--- src/rtl/afault_pkg.sv ---
package afault_pkg;

  localparam int STAT_W = 32;

  typedef enum logic [1:0] {
    EV_NONE = 2'b00,
    EV_LATE = 2'b01,
    EV_ACK  = 2'b10,
    EV_BAD  = 2'b11
  } ev_kind_e;

  localparam logic [3:0] RESV_NIBBLE = 4'h8;

  typedef struct packed {
    logic       late;
    logic       tmo;
    logic       ack;
    logic [2:0] size;
    logic       sup;
    logic       me;
    logic       rd;
    logic       fav;
  } fault_rec_t;

  function automatic logic [STAT_W-1:0] pack_status(input fault_rec_t r);
    logic [STAT_W-1:0] s;
    s        = '0;
    s[31]    = r.late | r.tmo | r.ack;
    s[30]    = r.late;
    s[29]    = r.tmo;
    s[28]    = r.ack;
    s[27:25] = r.size;
    s[24]    = r.sup;
    s[23:20] = RESV_NIBBLE;
    s[19]    = r.me;
    s[18]    = r.rd;
    s[17]    = r.fav;
    return s;
  endfunction

endpackage

--- src/rtl/afault_wr_timer.sv ---
module afault_wr_timer #(
  parameter int CLK_MHZ  = 125,
  parameter int LIMIT_NS = 12800,
  parameter int ADDR_W   = 32
) (
  input  logic              clk,
  input  logic              rst_n,
  input  logic              issue,
  input  logic [2:0]        issue_size,
  input  logic              issue_sup,
  input  logic [ADDR_W-1:0] issue_addr,
  input  logic              done,
  output logic              tmo_fire,
  output logic [2:0]        tmo_size,
  output logic              tmo_sup,
  output logic [ADDR_W-1:0] tmo_addr
);
  localparam int LIMIT = CLK_MHZ * LIMIT_NS / 1000;
  localparam int CNT_W = $clog2(LIMIT + 1);
  localparam logic [CNT_W-1:0] LIMIT_C = CNT_W'(LIMIT);

  logic              pending_q;
  logic [CNT_W-1:0]  cnt_q;
  logic [2:0]        size_q;
  logic              sup_q;
  logic [ADDR_W-1:0] addr_q;

  // The write has been outstanding for LIMIT+1 cycles at this edge.
  assign tmo_fire = pending_q && !done && !issue && (cnt_q == LIMIT_C);
  assign tmo_size = size_q;
  assign tmo_sup  = sup_q;
  assign tmo_addr = addr_q;

  always_ff @(posedge clk or negedge rst_n) begin
    if (!rst_n) begin
      pending_q <= 1'b0;
      cnt_q     <= '0;
      size_q    <= '0;
      sup_q     <= 1'b0;
      addr_q    <= '0;
    end else if (issue) begin
      pending_q <= 1'b1;
      cnt_q     <= '0;
      size_q    <= issue_size;
      sup_q     <= issue_sup;
      addr_q    <= issue_addr;
    end else if (pending_q) begin
      if (done || tmo_fire) begin
        pending_q <= 1'b0;
        cnt_q     <= '0;
      end else begin
        cnt_q <= cnt_q + 1'b1;
      end
    end
  end

  p_cnt_bound_r3: assert property (@(posedge clk) disable iff (!rst_n)
    pending_q |-> (cnt_q <= LIMIT_C));

  p_tmo_ends_r3: assert property (@(posedge clk) disable iff (!rst_n)
    tmo_fire |=> !pending_q);

  p_done_stops_r4: assert property (@(posedge clk) disable iff (!rst_n)
    (pending_q && done && !issue) |=> !pending_q);

  p_issue_restarts_r4: assert property (@(posedge clk) disable iff (!rst_n)
    issue |=> (pending_q && cnt_q == '0));

endmodule

--- src/rtl/afault_capture.sv ---
module afault_capture
  import afault_pkg::*;
#(
  parameter int ADDR_W = 32
) (
  input  logic              clk,
  input  logic              rst_n,
  input  logic              clr,
  input  logic              ext_fire,
  input  logic [1:0]        ext_kind,
  input  logic [2:0]        ext_size,
  input  logic              ext_sup,
  input  logic              ext_read,
  input  logic              ext_addr_ok,
  input  logic [ADDR_W-1:0] ext_addr,
  input  logic              tmo_fire,
  input  logic [2:0]        tmo_size,
  input  logic              tmo_sup,
  input  logic [ADDR_W-1:0] tmo_addr,
  output fault_rec_t        rec,
  output logic [ADDR_W-1:0] fault_addr,
  output logic              held
);
  fault_rec_t        rec_q, rec_d;
  logic [ADDR_W-1:0] addr_q, addr_d;
  logic              held_q, held_d;

  always_comb begin
    rec_d  = rec_q;
    addr_d = addr_q;
    held_d = held_q;
    if (clr) begin
      rec_d  = '0;
      addr_d = '0;
      held_d = 1'b0;
    end
    if (ext_fire || tmo_fire) begin
      if (!held_d) begin
        held_d = 1'b1;
        if (ext_fire) begin
          rec_d.late = (ext_kind == EV_LATE);
          rec_d.ack  = (ext_kind == EV_ACK);
          rec_d.tmo  = 1'b0;
          rec_d.size = ext_size;
          rec_d.sup  = ext_sup;
          rec_d.rd   = ext_read;
          rec_d.fav  = ext_addr_ok;
          rec_d.me   = tmo_fire;
          addr_d     = ext_addr_ok ? ext_addr : '0;
        end else begin
          rec_d.late = 1'b0;
          rec_d.ack  = 1'b0;
          rec_d.tmo  = 1'b1;
          rec_d.size = tmo_size;
          rec_d.sup  = tmo_sup;
          rec_d.rd   = 1'b0;
          rec_d.fav  = 1'b1;
          rec_d.me   = 1'b0;
          addr_d     = tmo_addr;
        end
      end else begin
        rec_d.me = 1'b1;
      end
    end
  end

  always_ff @(posedge clk or negedge rst_n) begin
    if (!rst_n) begin
      rec_q  <= '0;
      addr_q <= '0;
      held_q <= 1'b0;
    end else begin
      rec_q  <= rec_d;
      addr_q <= addr_d;
      held_q <= held_d;
    end
  end

  assign rec        = rec_q;
  assign fault_addr = addr_q;
  assign held       = held_q;

  p_one_cause_r2: assert property (@(posedge clk) disable iff (!rst_n)
    $onehot0({rec_q.late, rec_q.tmo, rec_q.ack}));

  p_me_sets_r5: assert property (@(posedge clk) disable iff (!rst_n)
    (held_q && !clr && (ext_fire || tmo_fire)) |=> rec_q.me);

  p_keep_fields_r5: assert property (@(posedge clk) disable iff (!rst_n)
    (held_q && !clr) |=> ($stable(addr_q) && $stable(rec_q.size) &&
                          $stable(rec_q.late) && $stable(rec_q.tmo) && $stable(rec_q.ack)));

  p_clear_r7: assert property (@(posedge clk) disable iff (!rst_n)
    (clr && !ext_fire && !tmo_fire) |=> (!held_q && !rec_q.me && addr_q == '0));

  p_fresh_after_clear_r7: assert property (@(posedge clk) disable iff (!rst_n)
    (clr && ext_fire && !tmo_fire) |=> (held_q && !rec_q.me));

endmodule

--- src/rtl/afault_regview.sv ---
module afault_regview
  import afault_pkg::*;
#(
  parameter int ADDR_W = 32
) (
  input  fault_rec_t        rec,
  input  logic [ADDR_W-1:0] fault_addr,
  input  logic              sel,
  output logic [STAT_W-1:0] rdata
);
  logic [STAT_W-1:0] status_w;
  logic [STAT_W-1:0] addr_w;

  assign status_w = pack_status(rec);
  assign addr_w   = STAT_W'(fault_addr);

  always_comb begin
    rdata = sel ? addr_w : status_w;
    assert (sel || rdata[23:20] == RESV_NIBBLE) // R1 reserved nibble
      else $error("p_resv_r1 reserved nibble wrong");
  end

endmodule

--- src/rtl/async_fault_latch.sv ---
module async_fault_latch
  import afault_pkg::*;
#(
  parameter int CLK_MHZ  = 125,
  parameter int LIMIT_NS = 12800,
  parameter int ADDR_W   = 32
) (
  input  logic              clk,
  input  logic              rst_n,
  input  logic              ev_valid,
  output logic              ev_ready,
  input  logic [1:0]        ev_kind,
  input  logic [2:0]        ev_size,
  input  logic              ev_super,
  input  logic              ev_read,
  input  logic              ev_addr_ok,
  input  logic [ADDR_W-1:0] ev_addr,
  input  logic              wr_issue,
  input  logic [2:0]        wr_size,
  input  logic              wr_super,
  input  logic [ADDR_W-1:0] wr_addr,
  input  logic              wr_done,
  input  logic              reg_sel,
  input  logic              reg_wr,
  output logic [31:0]       reg_rdata,
  output logic              irq
);
  logic              ext_fire;
  logic              clr;
  logic              tmo_fire;
  logic [2:0]        tmo_size;
  logic              tmo_sup;
  logic [ADDR_W-1:0] tmo_addr;
  fault_rec_t        rec;
  logic [ADDR_W-1:0] fault_addr;
  logic              held;

  assign ev_ready = 1'b1;
  assign ext_fire = ev_valid && ev_ready &&
                    ((ev_kind == EV_LATE) || (ev_kind == EV_ACK));
  assign clr      = reg_wr && !reg_sel;

  afault_wr_timer #(
    .CLK_MHZ (CLK_MHZ),
    .LIMIT_NS(LIMIT_NS),
    .ADDR_W  (ADDR_W)
  ) u_timer (
    .clk       (clk),
    .rst_n     (rst_n),
    .issue     (wr_issue),
    .issue_size(wr_size),
    .issue_sup (wr_super),
    .issue_addr(wr_addr),
    .done      (wr_done),
    .tmo_fire  (tmo_fire),
    .tmo_size  (tmo_size),
    .tmo_sup   (tmo_sup),
    .tmo_addr  (tmo_addr)
  );

  afault_capture #(.ADDR_W(ADDR_W)) u_capture (
    .clk        (clk),
    .rst_n      (rst_n),
    .clr        (clr),
    .ext_fire   (ext_fire),
    .ext_kind   (ev_kind),
    .ext_size   (ev_size),
    .ext_sup    (ev_super),
    .ext_read   (ev_read),
    .ext_addr_ok(ev_addr_ok),
    .ext_addr   (ev_addr),
    .tmo_fire   (tmo_fire),
    .tmo_size   (tmo_size),
    .tmo_sup    (tmo_sup),
    .tmo_addr   (tmo_addr),
    .rec        (rec),
    .fault_addr (fault_addr),
    .held       (held)
  );

  afault_regview #(.ADDR_W(ADDR_W)) u_view (
    .rec       (rec),
    .fault_addr(fault_addr),
    .sel       (reg_sel),
    .rdata     (reg_rdata)
  );

  assign irq = rec.late | rec.tmo | rec.ack;

  p_irq_held_r8: assert property (@(posedge clk) disable iff (!rst_n)
    irq == held);

  p_ignored_kind_r9: assert property (@(posedge clk) disable iff (!rst_n)
    (!held && !tmo_fire && ev_valid && (ev_kind == EV_NONE || ev_kind == EV_BAD)) |=> !irq);

  p_ro_addr_r9: assert property (@(posedge clk) disable iff (!rst_n)
    (held && reg_wr && reg_sel) |=> held);

endmodule

--- config.mk ---
export PLATFORM = sky130hd
export DESIGN_NAME = async_fault_latch
export DESIGN_NICKNAME = d
export VERILOG_FILES = /design/src/rtl/afault_pkg.sv /design/src/rtl/afault_wr_timer.sv /design/src/rtl/afault_capture.sv /design/src/rtl/afault_regview.sv /design/src/rtl/async_fault_latch.sv
export SDC_FILE = /design/constraint.sdc
export NUM_CORES = 1
export LEC_CHECK = 0
export ABC_AREA = 1
export CELL_PAD_IN_SITES_DETAIL_PLACEMENT = 1
export CELL_PAD_IN_SITES_GLOBAL_PLACEMENT = 1
export CORE_MARGIN = 4
export CORE_UTILIZATION = 48
export DETAILED_ROUTE_END_ITERATION = 16
export DONT_BUFFER_PORTS = 1
export GPL_TIMING_DRIVEN = 0
export PLACE_DENSITY_LB_ADDON = 0.1
export SLEW_MARGIN = 20
export SYNTH_ARGS = -nofsm -noshare
export SYNTH_HDL_FRONTEND = slang
export SYNTH_SLANG_ARGS = --single-unit
--- constraint.sdc ---
create_clock -name clk -period 3 [get_ports clk]
set_clock_uncertainty 0.2 [all_clocks]
set_input_delay 0.6 -clock clk [delete_from_list [all_inputs] [get_ports clk]]
set_output_delay 0.6 -clock clk [all_outputs]
set_load 0.1 [all_outputs]
Word level (Yosys, flattened, before mapping)
Cells that the tools add are included.
Word-level totals
  input bits: 83
  output and inout port bits: 34
  word-level logic and storage cells: 54
  bits in registers: 91
Operators by class
  equality and inequality tests: 3
  bitwise gates (word level): 2
  muxes and demuxes: 20
  add/subtract/negate cells: 1
  reduce and logical (&&, ||, !) cells: 13
Operator list (count)
  $mux W32: 6
  $mux W11: 3
  $mux W10: 3
  $add A11 B1 Y11 const B: 1
  $eq A11 B11 Y1 const B: 1
  $mux W7: 1
  $mux W1: 6
  $logic_and A1 B1 Y1: 5
  $reduce_bool A2 Y1: 2
  $logic_not A1 Y1: 3
  $logic_or A1 B1 Y1: 3
  $eq A2 B1 Y1 const B: 1
  $eq A2 B2 Y1 const B: 1
  $mux W2: 1
  $or A1 B1 Y1: 2

Longest topological paths before layout
  word-level depth: 8
  mapped depth: 12

By module
Synthesis repeated with hierarchy kept, for this count alone.
Unflattened totals
  cell total of the unflattened synthesis: 706
  area, all modules: 4889.7 um2
By module, submodules not included
  afault_capture: instances 1, area each 2394.8 um2, cells an instance 358
  afault_wr_timer: instances 1, area each 2139.6 um2, cells an instance 258
  afault_regview: instances 1, area each 310.3 um2, cells an instance 79
  async_fault_latch: instances 1, area each 45.0 um2, cells an instance 11

Least setup slack after synthesis
OpenSTA, ideal clock, no wires.
  path type: input -> output
  start point: input reg_sel
  end point: output reg_rdata[28]
  stages: 1
  slack: -513 ps
  data arrival time: 2713 ps
  buffers on the path: 0
  data required time: 2200 ps
  path through: o21ai_0
Between the ends
  word-level cells in the longest chain between the ends: 1
RTL lines
  start, declared: RTL line async_fault_latch.sv:23  | input logic reg_sel,
  $mux W32: RTL line afault_regview.sv:18  | rdata = sel ? addr_w : status_w;
  end, declared: RTL line async_fault_latch.sv:25  | output logic [31:0] reg_rdata,
No other way between the ends.

Final worst setup path
  start point: input reg_sel
  end point: output reg_rdata[24]
Same word-level chain as after synthesis.

==> reports/metrics.cfg <==
[synth]
syn_area_per_cell_sq_um = 6.83
ys_seq_area_frac = 0.440
synthTopCellsByArea = dfrtp_1 44%, nand2_1 23%, o21ai_0 9.4%, inv_1 4.8%, nand3_1 4.7%
ys_seq_elements = 91
synth_most_common_cell = nand2_1
synth.top_cell.area_share = 0.440
yosysUniqueCellTypes = 23
synthCells = 757
netlist_area_sq_um = 5170
ys_warn_count = 0
syn-num-nets = 844
synth_ff_type = dfrtp_1
synth_edf_count = 0
yosys.area.top_type = dfrtp_1
yosys-top-cells-count = 317 x nand2_1, 97 x o21ai_0, 91 x dfrtp_1
async_flop_share = 1.00

[worst_setup_path]
r2r_slack_ns = 0.85
arrival_ns = 1.90
reg2reg_depth = 10
path_class = in -> out
start_kind = primary input
path_max_fanout = 10
required_ns = 2.20
end_kind = primary output
r2r-end = u_capture.fault_addr[17]
worstReg2RegStart = u_timer.cnt_q[0]

[power]
pwr-share-clk = 0.249
p_leak_nw = 2.81
finalPower_mw = 3.29
p_sw_frac = 0.410
p_seq_frac = 0.439
power_per_cell_area_nw_per_um2 = 590
p_int_mw = 1.94
p_sw_mw = 1.35
p_comb_frac = 0.312
irDropWorstVdd_uv = 259

[floorplanning]
die_area_sq_um = 12500
die-height_um = 112
rows = 37
die_w_um = 112
start_util = 0.497
io-pin-count = 117
core_sq_um = 10400

[placed_design]
port-buffer-count = 0
dp_hpwl_um = 12300
gp_congestion = 0.883

[hold_path]
hold_path.class = in -> reg
holdPathEnd = u_timer.tmo_addr[4]
hold_path.startpoint = wr_addr[4]
whs_path_depth = 2

[sta]
slew_violations = 0
slew_headroom = 0.280
tightestPinTransition_ns = 1.08
min_period_over_period = 0.899
setup_viol = 0
finalSetupTns_ns = 0
fmax_mhz = 371
fin_crit_ns = 2.70
rsz0062_at_grt = no
finalHoldViolations = 0

[cts]
cts_buffers = 9
clk_latency_ns = 0.36
cts.clk_slew.worst_paths_ns = 0.09
cts_resized = 0
ctsRootBufferMaster = clkbuf_8
cts_hold_buf = 2
clockBufferDepth = 2
clkSinkCount = 91
h-tree-depth = 3
tritoncts = done
postCtsSetupBuffers = 0

[routing]
wl_per_cell_um = 18.0
drt_wl_total_um = 16300
avgViaCountPerCell = 5.43
drtIter0Drc = 327
first_pass_iters = 4
vias = 4939
drc_errors = 0
ant_nets = 0

[global_routing]
grt_pass1_vias = 5158
grt_overflow_total = 0
antenna_found_initial = 0
grt_first_pass_wirelength_um = 26900
grt_usage = 0.268
grt_max_degree = 92

[layout]
drive_above_1_share = 0.0530
fill_cells = 1420
nets = 857
antenna_cells = 0
area_growth_pct = 7.74

[run]
maxCapViolations = 0

[run_status]
run_status = completed

[cells in the final DEF, fill, tap and decap left out, types with 2 or more instances in the layout]
cell,n
o21ai_1,21
buf_6,5
dfrtp_1,91
nand3_1,49
buf_2,13
inv_2,3
inv_1,66
nor2_1,31
buf_1,2
nand2_2,3
xor2_1,2
nand2_1,317
clkbuf_8,9
ha_1,4
o21ai_0,96
nand4_1,12
o21bai_1,9
clkbuf_1,29
[kinds of logic (layout without fill, tap and decap cells)]
group / after synthesis / in the layout / share of synthesized area
DFF: 91 / 91 / 0.440
and+or+nand+nor: 414 / 414 / 0.321
buffers and inverters: 117 / 133 / 0.0960
AOI/OAI and AO/OA: 128 / 128 / 0.128
xor gates and xnor gates: 2 / 2 / 0.00339
adders and majority gates: 4 / 4 / 0.00968
other: 1 / 1 / 0.000725
[area by class of cell]
class / count / area, sq um / area share
flip-flops and latches: 91 / 2280 / 0.409
well taps: 136 / 170 / 0.0305
inverters: 70 / 263 / 0.0471
plain buffers: 47 / 234 / 0.0420
clock inverters: 2 / 38.8 / 0.00696
repair buffers: 2 / 37.5 / 0.00674
clock buffers: 12 / 135 / 0.0242
multi-input cells: 549 / 2420 / 0.434
[stage by stage]
stage | setup WS [ns] | util | instances | hold slack (ns) | cell area [sq um]
floorplan | 0.250 | - | 757 | 0.104 | 5180
global placement | 0.125 | 0.514 | 893 | 0.107 | 5350
detailed placement | 0.303 | 0.515 | 893 | 0.107 | 5360
CTS | 0.311 | 0.535 | 909 | 0.140 | 5570
global route | 0.232 | 0.535 | 909 | 0.130 | 5570
finish | 0.304 | 0.535 | 909 | 0.151 | 5570
[worst max-delay path, stage by stage]
cell and delay [ns]:
inv_2 0.05, clkbuf_1 0.41, nand2_1 0.11, nand2_1 0.71
[power by group through the flow]
stage          Combinational (mW)  Sequential, mW  Clock [mW]
6_report                     1.02            1.44       0.819
5_1_grt                      1.11            1.46       0.895
4_1_cts                      1.02            1.44       0.832
3_5_place_dp                0.985            1.47           0
3_3_place_gp                0.950            1.46           0
2_1_floorplan               0.822            1.44           0
[flip-flops by register name, indices dropped and copies added, names as in the netlist]
signal,flops
u_timer.tmo_sup,1
u_timer.tmo_addr,32
u_capture.fault_addr,32
u_timer.pending_q,1
u_capture.held,1
u_capture.rec,10
u_timer.cnt_q,11
u_timer.tmo_size,3
[metal layers]
| layer | vias up | share of wire | global-route usage |
|---|---|---|---|
| met5 | - | 0 | 0 |
| met4 | 0 | 0.0083 | 0.0616 |
| met3 | 9 | 0.059 | 0.0565 |
| met2 | 138 | 0.46 | 0.416 |
| met1 | 2390 | 0.47 | 0.387 |
| li1 | 2402 | - | - |
[worst max-delay path by stage]
stage / start / endpoint / slack [ns] / depth (start not counted)
6_report: reg_sel / reg_rdata[24] / 0.30 / 4
5_1_grt: reg_sel / reg_rdata[29] / 0.23 / 4
4_1_cts: reg_sel / reg_rdata[24] / 0.31 / 4
2_1_floorplan: reg_sel / reg_rdata[28] / 0.25 / 1
3_3_place_gp: reg_sel / reg_rdata[28] / 0.13 / 3
3_5_place_dp: reg_sel / reg_rdata[24] / 0.30 / 4
No activity file was read; power rests on OpenSTA's default activity.
